--- src/rtl/tile_addr_walker.sv ---
module tile_addr_walker #(
  parameter int DOT_W       = 9,
  parameter int LINE_W      = 9,
  parameter int VIS_LINES   = 240,
  parameter int PRE_LINE    = 261,
  parameter int FETCH_END   = 256,
  parameter int HCOPY_DOT   = 257,
  parameter int PREF_FIRST  = 328,
  parameter int PREF_LAST   = 336,
  parameter int VCOPY_FIRST = 280,
  parameter int VCOPY_LAST  = 304
) (
  input  logic              clk,
  input  logic              rst_n,
  input  logic [DOT_W-1:0]  dot,
  input  logic [LINE_W-1:0] line,
  input  logic              render_en,
  input  logic              addr_wr,
  input  logic [7:0]        wdata,
  input  logic              data_acc,
  input  logic              step32,
  output logic [14:0]       vaddr,
  output logic [4:0]        coarse_x,
  output logic [4:0]        coarse_y,
  output logic [1:0]        nt_sel,
  output logic [2:0]        fine_y
);
  localparam logic [DOT_W-1:0]  L_FETCH_END = DOT_W'(FETCH_END);
  localparam logic [DOT_W-1:0]  L_HCOPY     = DOT_W'(HCOPY_DOT);
  localparam logic [DOT_W-1:0]  L_PREF_LO   = DOT_W'(PREF_FIRST);
  localparam logic [DOT_W-1:0]  L_PREF_HI   = DOT_W'(PREF_LAST);
  localparam logic [DOT_W-1:0]  L_VC_LO     = DOT_W'(VCOPY_FIRST);
  localparam logic [DOT_W-1:0]  L_VC_HI     = DOT_W'(VCOPY_LAST);
  localparam logic [LINE_W-1:0] L_VIS       = LINE_W'(VIS_LINES);
  localparam logic [LINE_W-1:0] L_PRE       = LINE_W'(PRE_LINE);

  logic [14:0] v_q, t_q, walk, v_next;
  logic        second_q;
  logic        on_vis, on_pre, active, fetch_dot;
  logic        inc_x, inc_y, hcopy, vcopy, cpu_load;

  function automatic logic [14:0] step_x(input logic [14:0] a);
    logic [14:0] r;
    r = a;
    if (a[4:0] == 5'd31) begin
      r[4:0] = 5'd0;
      r[10]  = ~a[10];
    end else begin
      r[4:0] = a[4:0] + 5'd1;
    end
    return r;
  endfunction

  function automatic logic [14:0] step_y(input logic [14:0] a);
    logic [14:0] r;
    r = a;
    if (a[14:12] != 3'd7) begin
      r[14:12] = a[14:12] + 3'd1;
    end else begin
      r[14:12] = 3'd0;
      if (a[9:5] == 5'd29) begin
        r[9:5] = 5'd0;
        r[11]  = ~a[11];
      end else if (a[9:5] == 5'd31) begin
        r[9:5] = 5'd0;
      end else begin
        r[9:5] = a[9:5] + 5'd1;
      end
    end
    return r;
  endfunction

  assign on_vis    = line < L_VIS;
  assign on_pre    = line == L_PRE;
  assign active    = render_en && (on_vis || on_pre);
  assign fetch_dot = (dot[2:0] == 3'd0) && (dot != '0) &&
                     ((dot <= L_FETCH_END) || ((dot >= L_PREF_LO) && (dot <= L_PREF_HI)));
  assign inc_x     = active && (fetch_dot || data_acc);
  assign inc_y     = active && ((dot == L_FETCH_END) || data_acc);
  assign hcopy     = active && (dot == L_HCOPY);
  assign vcopy     = render_en && on_pre && (dot >= L_VC_LO) && (dot <= L_VC_HI);
  assign cpu_load  = addr_wr && second_q;

  always_comb begin
    walk = v_q;
    if (inc_x) walk = step_x(walk);
    if (inc_y) walk = step_y(walk);
    if (hcopy) begin
      walk[10]  = t_q[10];
      walk[4:0] = t_q[4:0];
    end
    if (vcopy) begin
      walk[14:11] = t_q[14:11];
      walk[9:5]   = t_q[9:5];
    end
    if (data_acc && !active) walk = v_q + (step32 ? 15'd32 : 15'd1);
  end

  assign v_next = cpu_load ? {t_q[14:8], wdata} : walk;

  always_ff @(posedge clk) begin
    if (!rst_n) begin
      v_q      <= '0;
      t_q      <= '0;
      second_q <= 1'b0;
    end else begin
      v_q <= v_next;
      if (addr_wr) begin
        second_q <= ~second_q;
        if (second_q) t_q[7:0]  <= wdata;
        else          t_q[14:8] <= wdata[6:0];
      end
    end
  end

  assign vaddr    = v_q;
  assign fine_y   = v_q[14:12];
  assign nt_sel   = v_q[11:10];
  assign coarse_y = v_q[9:5];
  assign coarse_x = v_q[4:0];

  a_r3_second_write_loads: assert property (@(posedge clk) disable iff (!rst_n)
    (addr_wr && second_q) |=> (vaddr[7:0] == $past(wdata)));

  a_r3_first_write_holds: assert property (@(posedge clk) disable iff (!rst_n)
    (addr_wr && !second_q && !active && !data_acc) |=> $stable(vaddr));

  a_r4_x_wrap_toggles: assert property (@(posedge clk) disable iff (!rst_n)
    (active && fetch_dot && !addr_wr && coarse_x == 5'd31) |=>
      (coarse_x == 5'd0 && nt_sel[0] != $past(nt_sel[0])));

  a_r5_fine_y_only_at_end: assert property (@(posedge clk) disable iff (!rst_n)
    (render_en && on_vis && !addr_wr && !data_acc && dot != L_FETCH_END) |=>
      $stable(fine_y));

  a_r5_row_stays_legal: assert property (@(posedge clk) disable iff (!rst_n)
    (coarse_y < 5'd30 && !addr_wr && !data_acc && !(render_en && on_pre)) |=>
      (coarse_y < 5'd30));

  a_r8_idle_holds: assert property (@(posedge clk) disable iff (!rst_n)
    (!active && !addr_wr && !data_acc && !vcopy) |=> $stable(vaddr));
endmodule

--- config.mk ---
export PLATFORM = sky130hd
export DESIGN_NAME = tile_addr_walker
export DESIGN_NICKNAME = d
export VERILOG_FILES = /design/src/rtl/tile_addr_walker.sv
export SDC_FILE = /design/constraint.sdc
export NUM_CORES = 1
export LEC_CHECK = 0
export BUFFER_PORTS_ARGS = -buffer_cell sky130_fd_sc_hd__buf_2
export CELL_PAD_IN_SITES_DETAIL_PLACEMENT = 0
export CELL_PAD_IN_SITES_GLOBAL_PLACEMENT = 1
export CORE_MARGIN = 5
export CORE_UTILIZATION = 42
export CTS_BUF_LIST = sky130_fd_sc_hd__clkbuf_2 sky130_fd_sc_hd__clkbuf_4 sky130_fd_sc_hd__clkbuf_8
export CTS_CLUSTER_SIZE = 8
export DETAILED_ROUTE_END_ITERATION = 10
export PLACE_DENSITY_LB_ADDON = 0.1
export SETUP_SLACK_MARGIN = 0.5
export SYNTH_ARGS = -nofsm -noshare
export SYNTH_HDL_FRONTEND = slang
export SYNTH_SLANG_ARGS = --single-unit
--- constraint.sdc ---
create_clock -name clk -period 3.62 [get_ports clk]
set_clock_uncertainty 0.1 [all_clocks]
set_input_delay 0.724 -clock clk [delete_from_list [all_inputs] [get_ports clk]]
set_output_delay 0.724 -clock clk [all_outputs]
set_load 0.02 [all_outputs]
# Yosys cells after proc, flatten, opt, wreduce, memory -nomap -nowiden
# Index checks and enable logic that the tools add are counted.
# totals
ff_bits	31
in_bits	32
# op_classes
order_cmp	6
add_sub_neg	4
n_reduce_logical	21
muxes	17
bitwise_logic	3
eq_ne	7
# op_table
operator	n
2-to-1 mux 15 bit	3
2-to-1 mux 5 bit	6
equality test 9 bit (second input constant)	3
less-or-equal comparator 9 bit (second input constant)	3
greater-or-equal comparator 9 bit (second input constant)	2
adder 15 x 6 -> 15 bit	1
equality test 5 bit (second input constant)	3
logical AND 1 bit	12
2-to-1 mux 11 bit	1
adder 5 x 1 -> 5 bit (second input constant)	2
< comparator 9 x 8 -> 1 bit (second input constant)	1
nonzero test 9 bit	1
2-to-1 mux 6 bit	1
logical OR 1 bit	4
2-to-1 mux 1 bit	4
2-to-1 mux 4 bit	1
AND reduction 2 bit	2
adder 3 x 1 -> 3 bit (second input constant)	1
logical NOT 3 bit	1
2-to-1 mux 3 bit	1
inequality test 3 bit (second input constant)	1
NOT 1 bit	3
logical NOT 1 bit	1

# Longest topological paths before layout
# depth
word_depth	15
mapped_depth	9
mapped_depth_nobuf	9

# Worst setup path before layout
# Ideal clock, no wire load.
# synth_path
kind	input to register
from	in dot[3]
to	reg v_q[6], in the netlist vaddr[6]
slack_ns	1.084
stages	6
arrival_ns	2.310
path_cell_list	or4_4 a311oi_4 nand2_2 mux2_1 a21oi_1 o32ai_1
# synth_via
elab_chain_len	7
elab_cells_between_ends	11
classes_between	2 x order compare; 1 x eq/ne; 4 x mux; 4 x reduce/logical
# synth_rtl
element	line	text
start: declaration	15	input logic [DOT_W-1:0] dot,
parallel branches: the longest is 4 deep, another holds greater-or-equal comparator 9 bit	--	
2-to-1 mux 5 bit *	92	if (vcopy) begin
2-to-1 mux 15 bit *	96	if (data_acc && !active) walk = v_q + (step32 ? 15'd32 : 15'd1);
2-to-1 mux 15 bit *	99	assign v_next = cpu_load ? {t_q[14:8], wdata} : walk;
end signal: assignment	107	v_q <= v_next;
end: declaration	37	logic [14:0] v_q, t_q, walk, v_next;
# Mark *: on every way between the ends.
# A chain may end at the register's enable or synchronous reset.

# Worst setup path after layout
# Ends and elaborated chain as after synthesis.

==> run summary <==
The source-to-sink clock delay at the later pin of the worst-skew pair was 280 ps; the required time reported for the critical path endpoint was 3680 ps. The global-route total usage across every layer is 18.2%. TritonCTS built the clock tree. In the routed design, unresolved DRC markers number 0. Of the cells placed in the final design, the portion with a size suffix greater than 1 is 26.9%. The depth of the worst hold-timing path was 2; the maximum clock rate was 398 MHz. Synthesis produced a netlist with a net count of 347.

At the end of the flow, the number of nets in the layout was 387. Dividing the detail-routed wire length by the instance count gives 15.8 µm. The floorplan step defined a die boundary enclosing 7230 µm². Setup repair after global routing left no endpoint under its margin. STA classifies the critical path startpoint as an input port.

The tools report the worst-case setup slack after placement as 792 ps. Compared with the post-synthesis result, the final layout area differs by 14.0%. The sequential fraction of the synthesis area is 26.3%. Across all register-to-register paths, the minimum setup slack is 1260 ps.

Adding up every negative setup slack in the final design gives 0 ps. The pre-antenna-repair detailed-routing pass consisted of 5 iterations. The biggest area consumer among synthesized cells was sky130_fd_sc_hd__dfxtp_1.

The number of different library cells used by synthesis comes to 64. For the via count of the first global-routing pass, the log shows 2227. In this run, placement finished with an instance count of 410.

Origin of the worst setup path: dot[3]. For this block, the initial DRC count from the detailed router was 147. Across the run, the number of max-cap violations was 0. Post-detailed-route via-to-cell ratio: 5.67. The number of antenna violations at the first check in global routing was 0; the post-cts gate resize count was 0. Clock-pin slew was measured on the worst setup and hold paths at 70 ps.

The number of CTS-inserted buffers is 5, and the initial cell density of the core is 43.2%. The tools report the root buffer cell as sky130_fd_sc_hd__clkbuf_8. After synthesis, the mean cell area works out to 7.75 µm². The half-perimeter wire length of the detailed placement result was 5.04 mm. The non-filler instance count after layout was 418; the CTS sink count was 31. The number of endpoints failing setup at the final stage is 0, and the number of gates on the worst path with buffers counted is 7.

IR analysis of the VDD net gives a maximum drop of 189 µV. The worst setup path is captured at a register. The logs give 0 for the hold buffer count at CTS and 2 for the H-tree depth reported by CTS. Routability congestion estimate from global placement: 0.805. Headroom to the max-slew limit came out at 53.6%. The number of cells traversed by the worst register-to-register path came out at 8. The slowest stage of the critical path belongs to the cell sky130_fd_sc_hd__or4_4. After detailed routing, the total wire length is 6.59 mm. The signal on the critical path passes through buf_2 -> or4_4 -> a311oi_4 -> nand2_2 -> mux2_1 -> a21oi_1 -> o32ai_1. The placeable core region is 5470 µm². Port buffering added 61 buffers.

In the finished design, the share of the clock period the worst path needs comes to 69.4%. The tools report the placed instance area as 2610 µm². The worst register-to-register path begins at vaddr[0]$_SDFFE_PN0P_. Counting flops with a built-in enable in the synthesized netlist gives 0. The total grt overflow was 0. Counting along the longest clock path gives a buffer depth of 2.

For this run, the leading register cell type out of synthesis is sky130_fd_sc_hd__dfxtp_1. For the pin with the worst max-slew slack, the measured transition is 693 ps. The die span in x was 85.0 µm.

For the number of warning messages in the yosys log, the log shows 0. The most common cell after layout, fill and taps aside is sky130_fd_sc_hd__buf_2. Summing every instance area after synthesis gives 2360 µm². The total buffers and inverters traversed by the critical path was 1; the count of buffers added by post-CTS timing repair for setup was 0. The run finished with clean final reports. In the layout the commonest cells are 61 x sky130_fd_sc_hd__buf_2, 44 x sky130_fd_sc_hd__nand2_1, 31 x sky130_fd_sc_hd__a21oi_1, 31 x sky130_fd_sc_hd__dfxtp_1, 22 x sky130_fd_sc_hd__nor2_1. The logs give 27 for the count of standard-cell rows and 352 ps for the final hold slack. The flip-flop and latch count after synthesis came out at 31. By area the synthesized netlist is led by sky130_fd_sc_hd__dfxtp_1 26%, sky130_fd_sc_hd__nand2_1 7.0%, sky130_fd_sc_hd__a21oi_1 6.6%. After synthesis, the largest area contributor takes up 26.3% of total cell area.

In this run the critical register-to-register path is captured at vaddr[10]$_SDFFE_PN0P_. The classification of the worst setup path is in2reg. Once detail routing completed, the nets flagged for antenna violations numbered 0.

The number of filler instances in the final layout came out at 570. Of all flip-flops after synthesis, the portion carrying an async set or reset was 0%. For this run, the slowest stage of the critical path takes 540 ps. After layout, the minimum clock period comes to 2510 ps. The run gives 1.17 nW as the static leakage.

For the slack of the critical path, the log shows 1110 ps. The floorplan step set the die height to 85.0 µm. The final hold violation count came out at 0.

The path type of the worst min-delay path is reg2reg. STA puts the critical path data arrival time at 2570 ps. The end of the critical path was vaddr[6]$_SDFFE_PN0P_. The logs give 305 for the cell count after synthesis and 62 for the count of pins on the block boundary. Along the worst path, the maximum fanout reaches 6. The critical path's top delay family was simple AND/OR/NAND/NOR gates.

Summing over every cut layer, the via total after detailed routing is 2371. The first global-routing pass estimated 10.8 mm of wire. The design area is 2690 µm².

For the number of max-slew violations in the final report, the log shows 0. The power per cell area was 356 nW/µm²; the pin count of the biggest net entering global routing was 19. 0 antenna diodes ended up in the layout.
## logic make-up (layout without fill, tap and decap cells)
logic type / after synthesis / in the layout / share of synthesized area, %
AO/OA/AOI/OAI: 89 / 89 / 26.7
XOR/XNOR: 13 / 13 / 4.82
adder cells (fa/ha/maj): 10 / 10 / 5.29
buffers and inverters: 39 / 80 / 8.73
flip-flops: 31 / 31 / 26.3
multiplexers: 9 / 9 / 4.34
AND/OR/NAND/NOR: 114 / 114 / 23.8
## worst min-delay path by stage
| stage | slack, ps | from | to |
|---|---|---|---|
| after floorplan | 330 | t_q[11]$_SDFFE_PN0P_ | t_q[11]$_SDFFE_PN0P_ |
| after global routing | 380 | t_q[7]$_SDFFE_PN0P_ | t_q[7]$_SDFFE_PN0P_ |
| final | 350 | t_q[7]$_SDFFE_PN0P_ | t_q[7]$_SDFFE_PN0P_ |
| after detailed placement | 350 | t_q[7]$_SDFFE_PN0P_ | t_q[7]$_SDFFE_PN0P_ |
| after CTS | 360 | t_q[7]$_SDFFE_PN0P_ | t_q[7]$_SDFFE_PN0P_ |
| after global placement | 340 | t_q[7]$_SDFFE_PN0P_ | t_q[7]$_SDFFE_PN0P_ |
## synth_stat cells, drive strengths merged (3+ instances only)
| master | n |
|---|---|
| a21oi | 32 |
| o21ai | 16 |
| nor2b | 3 |
| a311oi | 3 |
| clkbuf | 15 |
| nand2b | 4 |
| buf | 16 |
| ha | 10 |
| nand3 | 7 |
| mux2 | 7 |
| a22oi | 3 |
| nand2 | 45 |
| xnor2 | 8 |
| o2111ai | 3 |
| xor2 | 5 |
| dfxtp | 31 |
| nor2 | 22 |
| a31oi | 6 |
| nor3 | 8 |
| and3 | 7 |
| nand4 | 6 |
| inv | 7 |
## report_power, final
part	leakage, nW	internal (mW)	switching (mW)
Clock	0.0491	0.150	0.128
Combinational	0.871	0.112	0.160
Sequential	0.255	0.366	0.0432
Total	1.17	0.628	0.331
## through the flow
stage / power (mW) / utilization [%]
floorplan: 0.613 / -
global placement: 0.689 / 47.6
detailed placement: 0.689 / 47.6
CTS: 0.969 / 49.2
global route: 1.02 / 49.2
finish: 0.959 / 49.2
## worst min-delay path, stage by stage (launching register included)
cell                      delay (ps)
sky130_fd_sc_hd__dfxtp_1         310
sky130_fd_sc_hd__nand2_1          50
sky130_fd_sc_hd__a21oi_1          50
## per-layer routing
layer / track usage [%] / share of wire, % / vias up
li1: - / - / 1187
met1: 24.6 / 47 / 1104
met2: 29.1 / 46 / 66
met3: 3.59 / 5.0 / 14
met4: 5.90 / 1.9 / 0
met5: 0 / 0 / -
## final cells by class
type	instances	area, µm²	area share, %
clock inverters	1	5.00	0.186
inverters	8	30.0	1.11
multi-input cells	235	1540	57.0
repair buffers	64	328	12.2
well taps	72	90.1	3.34
flip-flops and latches	31	621	23.0
clock buffers	7	83.8	3.11
## registers in the layout, indices dropped and copies added, names as in the netlist
register / count
t_q: 15
vaddr: 15
second_q: 1
Note: power is estimated with default switching activity, not from simulation.
